<file path="config.mk">
export PLATFORM = sky130hd
export DESIGN_NAME = adc_scan_seq
export DESIGN_NICKNAME = d
export VERILOG_FILES = /design/src/rtl/adc_scan_seq.sv
export SDC_FILE = /design/constraint.sdc
export NUM_CORES = 1
export LEC_CHECK = 0
export ABC_CLOCK_PERIOD_IN_PS = 4500
export BUFFER_PORTS_ARGS = -buffer_cell sky130_fd_sc_hd__buf_4
export CAP_MARGIN = 20
export CORE_MARGIN = 2
export CORE_UTILIZATION = 58
export CTS_BUF_LIST = sky130_fd_sc_hd__clkbuf_16
export CTS_CLUSTER_SIZE = 16
export DETAILED_ROUTE_END_ITERATION = 12
export PLACE_DENSITY = 0.82
export SYNTH_ARGS = -nofsm -noshare
export SYNTH_HDL_FRONTEND = slang
export SYNTH_SLANG_ARGS = --single-unit
</file>
<file path="constraint.sdc">
create_clock -name clk -period 4.5 [get_ports clk]
set_clock_uncertainty 0.05 [all_clocks]
set_input_delay 0.225 -clock clk [delete_from_list [all_inputs] [get_ports clk]]
set_output_delay 0.225 -clock clk [all_outputs]
set_load 0.02 [all_outputs]
</file>
<file path="src/rtl/adc_scan_seq.sv">
module adc_scan_seq #(
  parameter int NUM_CH       = 36,
  parameter int CH_PER_ADC   = 8,   // at most 8 (3 select lines)
  parameter int DW           = 12,
  parameter int SETTLE_CYC   = 4,   // at least 1
  parameter int BUSY_TIMEOUT = 256
) (
  input  logic                      clk,
  input  logic                      rst_n,
  input  logic                      start,
  input  logic                      adc_busy,
  input  logic [DW-1:0]             adc_data,
  output logic                      cs_n,
  output logic                      wr_n,
  output logic                      rd_n,
  output logic [2:0]                adc_sel,
  output logic [2:0]                mux_sel,
  output logic                      buf_we,
  output logic [$clog2(NUM_CH)-1:0] buf_addr,
  output logic [DW-1:0]             buf_wdata,
  output logic                      done,
  output logic                      err
);
  localparam int IW   = $clog2(NUM_CH);
  localparam int CMAX = (SETTLE_CYC > BUSY_TIMEOUT) ? SETTLE_CYC : BUSY_TIMEOUT;
  localparam int CW   = $clog2(CMAX + 1);

  typedef enum logic [2:0] {ST_IDLE, ST_SETTLE, ST_CS, ST_WR, ST_WAIT, ST_RD, ST_DONE} st_t;

  st_t           state;
  logic [CW-1:0] cnt;
  logic [IW-1:0] idx;

  assign cs_n = !(state inside {ST_CS, ST_WR, ST_WAIT, ST_RD});
  assign wr_n = !(state inside {ST_WR, ST_WAIT});
  assign rd_n = (state != ST_RD);

  always_ff @(posedge clk or negedge rst_n) begin
    if (!rst_n) begin
      state     <= ST_IDLE;
      cnt       <= '0;
      idx       <= '0;
      adc_sel   <= '0;
      mux_sel   <= '0;
      buf_we    <= 1'b0;
      buf_addr  <= '0;
      buf_wdata <= '0;
      done      <= 1'b0;
      err       <= 1'b0;
    end else begin
      buf_we <= 1'b0;
      done   <= 1'b0;
      case (state)
        ST_IDLE: if (start) begin
          state   <= ST_SETTLE;
          cnt     <= '0;
          idx     <= '0;
          adc_sel <= '0;
          mux_sel <= '0;
          err     <= 1'b0;
        end
        ST_SETTLE: begin
          if (cnt == CW'(SETTLE_CYC - 1)) begin
            state <= ST_CS;
            cnt   <= '0;
          end else cnt <= cnt + 1'b1;
        end
        ST_CS: state <= ST_WR;
        ST_WR: begin
          state <= ST_WAIT;
          cnt   <= '0;
        end
        ST_WAIT: begin
          if (!adc_busy) state <= ST_RD;
          else if (cnt == CW'(BUSY_TIMEOUT - 1)) begin
            state <= ST_IDLE;
            err   <= 1'b1;
          end else cnt <= cnt + 1'b1;
        end
        ST_RD: begin
          buf_we    <= 1'b1;
          buf_addr  <= idx;
          buf_wdata <= adc_data;
          if (idx == IW'(NUM_CH - 1)) state <= ST_DONE;
          else begin
            state <= ST_SETTLE;
            cnt   <= '0;
            idx   <= idx + 1'b1;
            if (mux_sel == 3'(CH_PER_ADC - 1)) begin
              mux_sel <= '0;
              adc_sel <= adc_sel + 3'd1;
            end else mux_sel <= mux_sel + 3'd1;
          end
        end
        ST_DONE: begin
          done  <= 1'b1;
          state <= ST_IDLE;
        end
        default: state <= ST_IDLE;
      endcase
    end
  end

  AST_WR_IN_CS: assert property (@(posedge clk) disable iff (!rst_n) !wr_n |-> !cs_n);
  AST_RD_IN_CS: assert property (@(posedge clk) disable iff (!rst_n) !rd_n |-> !cs_n);
  AST_NO_WR_RD: assert property (@(posedge clk) disable iff (!rst_n) !(!wr_n && !rd_n));
  AST_RD_ONE:   assert property (@(posedge clk) disable iff (!rst_n) !rd_n |=> (rd_n && cs_n));
  AST_WR_TO_RD: assert property (@(posedge clk) disable iff (!rst_n) $rose(wr_n) |-> (!rd_n || err));
  AST_SEL_HOLD: assert property (@(posedge clk) disable iff (!rst_n)
                  (!cs_n && !$past(cs_n)) |-> ($stable(adc_sel) && $stable(mux_sel)));
  AST_WE_AFTER_RD: assert property (@(posedge clk) disable iff (!rst_n) buf_we |-> !$past(rd_n));
  AST_ADDR_RANGE: assert property (@(posedge clk) disable iff (!rst_n) buf_we |-> (buf_addr <= IW'(NUM_CH - 1)));
  AST_DONE_PULSE: assert property (@(posedge clk) disable iff (!rst_n) done |=> !done);
  AST_ERR_RELEASE: assert property (@(posedge clk) disable iff (!rst_n)
                  $rose(err) |-> (cs_n && wr_n && rd_n && !buf_we));
endmodule

</file>
==> metrics.yaml <==
synth:
  synthCells: 234
  syn_area_per_cell_um2: 9.35
  yosys_warnings: 0
  synth.ff_latch_count: 45
  ys_seq_area_share_pct: 51.5
  synth-main-ff-cell: "dfrtp_1"
  synth_nets: 256
  ys_types: 48
  synth_async_sr_flop_share_pct: 100
  synthesis.area_um2: 2190
  synth_edf_count: 0
grt:
  grt_pass1_vias: 1782
  grt_max_degree: 46
  grt_pass1_wl_mm: 8.10
  gr-total-overflow: 0
  antenna_found_initial: 0
  grtUsageTotal_pct: 24.9
sta:
  setup_viol: 0
  finalCritPeriodShare_pct: 57.4
  rsz0062_at_grt: "false"
  worst_slew_pin_slew_ps: 546
  fmax_mhz: 387
  setup-tns-final_ps: 0
  maxSlewHeadroom_pct: 63.6
  fin_crit_ps: 2590
  slew_violations: 0
  hold_violations: 0
setup_path:
  end_kind: "register"
  crit_buf_inv: 0
  crit_fanout: 7
  cp_common_cell: "ha_1"
  critPathRequiredTime_ps: 4620
  reg2reg_slack_ps: 1910
  crit_family: "simple AND/OR/NAND/NOR gates"
  crit_type: "register to register"
  slowest_delay_ps: 400
  cp-start-kind: "register"
  slowest_stage: "dfrtp_1"
  critPathArrivalTime_ps: 2700
  cp_cell_sequence: "ha_1 > nand3_1 > nor2_1 > and3_1 > ha_1 > nand4bb_1 > o211a_2 > and2_1 > a221o_1"
die:
  die_h_um: 65.4
  start_util_pct: 60.2
  die_w_um: 65.4
  design.portCount: 46
  core_um2: 3630
  die-area_um2: 4280
  num_rows: 22
place:
  dp_hpwl_mm: 3.07
  place_congestion: 0.855
  portBuffers: 45
clock_tree:
  clk_pin_slew_ps: 60
  root_buffer: "clkbuf_16"
  cts_buffers: 5
  cts_tree: "done"
  cts.path.max_buffers: 2
  clk_latency_ps: 280
  cts_resized: 0
  cts_sinks: 45
  htree_num_levels: 2
power:
  powerDensity_nw_per_um2: 645
  power_w: 0.00175
  leakage_nw: 1.40
  ir_drop_uv: 486
finish:
  area_growth_pct: 24.3
  layout-drive-gt1-share_pct: 20.9
  final_cell_mix: "nand2_1 (63), buf_4 (46), dfrtp_1 (45)"
  antennaDiodeCount: 0
  layout_commonest_cell: "nand2_1"
  nNetsFinal: 299
route:
  drtPass1Iterations: 4
  drt_wl_total_mm: 4.65
  ant_nets: 0
  vias: 1851
  drc_errors: 0
  wl_per_cell_um: 14.3
  drtIter0Drc: 131
  drt-vias-per-instance: 5.68
run:
  maxCapViolCount: 0
hold_path:
  hp-class: "primary input to register"
run_status:
  status: "finished clean"
-- state kept, by name (all words and copies together), names as in the netlist --
| register | count |
|---|---|
| state | 3 |
| cnt | 9 |
| adc_sel | 3 |
| buf_wdata | 12 |
| mux_sel | 3 |
| buf_we | 1 |
| done | 1 |
| idx | 6 |
| buf_addr | 6 |
| err | 1 |
-- tightest hold or removal path: cells and delay by family --
| kind | cells | cell delay (ps) |
|---|---|---|
| and+or+nand+nor | 2 | 90 |
| buffers and inverters | 1 | 80 |
-- timing repair --
action	CTS	global route
endpoints found under the hold margin	45	0
hold buffers	1	0
buffers inserted	0	0
-- synthesized netlist by cell type, types with 2 or more instances --
library cell  number  share of area (%)
nand2b_1           2               0.57
nor3b_1            3                1.0
buf_2              2               0.46
nand2_1           63                 11
dfrtp_1           45                 51
a21oi_1           10                2.3
inv_1              4               0.69
nand4bb_1          2                1.0
xnor2_1            2               0.80
clkbuf_1           8                1.4
nor3_1             6                1.4
and2_1             2               0.57
o21ai_0            5                1.1
a221o_1            4                1.8
inv_2              2               0.34
ha_1               6                3.4
o211ai_1           3                1.0
a21o_1             2               0.69
o21a_1             2               0.69
a22o_1             5                2.0
o22ai_1            2               0.57
xor2_1             2               0.80
and3_1             2               0.57
nor4_1             2               0.57
nand3_1            6                1.4
o21ai_1            3               0.69
nor2_1            16                2.7
a31oi_1            3               0.86
-- cells by family after synthesis --
kind of cell               synth area share, %
AOI/OAI and AO/OA                         16.6
xor gates and xnor gates                  1.60
adders and majority gates                 3.43
buffers and inverters                     3.38
DFF                                       51.5
muxes                                     1.03
and+or+nand+nor                           22.4
-- per-layer routing --
layer  vias to the layer above  part of all wire (%)  global-route usage (%)  wire, um
li1                        917                     -                       -         -
met1                       873                    43                    32.0      2020
met2                        53                    50                    40.7      2320
met3                         8                   5.2                    6.34       242
met4                         0                   1.5                    9.38        68
met5                         -                     0                       0         0
-- final cells by class --
cell class,instances,area [um2]
Fill cell,286,915
Multi-Input combinational cell,172,987
Clock inverter,3,42.5
Sequential cell,45,1130
Timing Repair Buffer,47,355
Inverter,6,22.5
Clock buffer,5,125
Tap cell,48,60.1
-- path summary, 6_finish.rpt --
kind,depth (start not counted),to,start
min in group asynchronous,2,buf_wdata[8],rst_n
max reg2reg,9,cnt[3],cnt[0]
max,9,cnt[3],cnt[0]
min reg2reg,2,buf_addr[4],buf_addr[4]
max in group asynchronous,2,buf_addr[5],rst_n
min,3,buf_wdata[3],adc_data[3]
-- through the flow --
stage	hold WS [ps]	instance area [um2]	instances	setup slack [ps]	utilization, %
after global routing	91.4	2720	326	1780	74.8
after CTS	81.0	2720	326	1920	74.8
after floorplan	-121	2190	234	2070	-
after global placement	200	2540	317	2000	69.9
after detailed placement	204	2540	317	1920	69.9
final	84.1	2720	326	1910	74.8
-- power by group --
part           internal (W)  switching [W]
clock              0.000260       0.000143
combinational      0.000288       0.000405
sequential         0.000527       0.000130
Power figures use the tool's default switching activity.
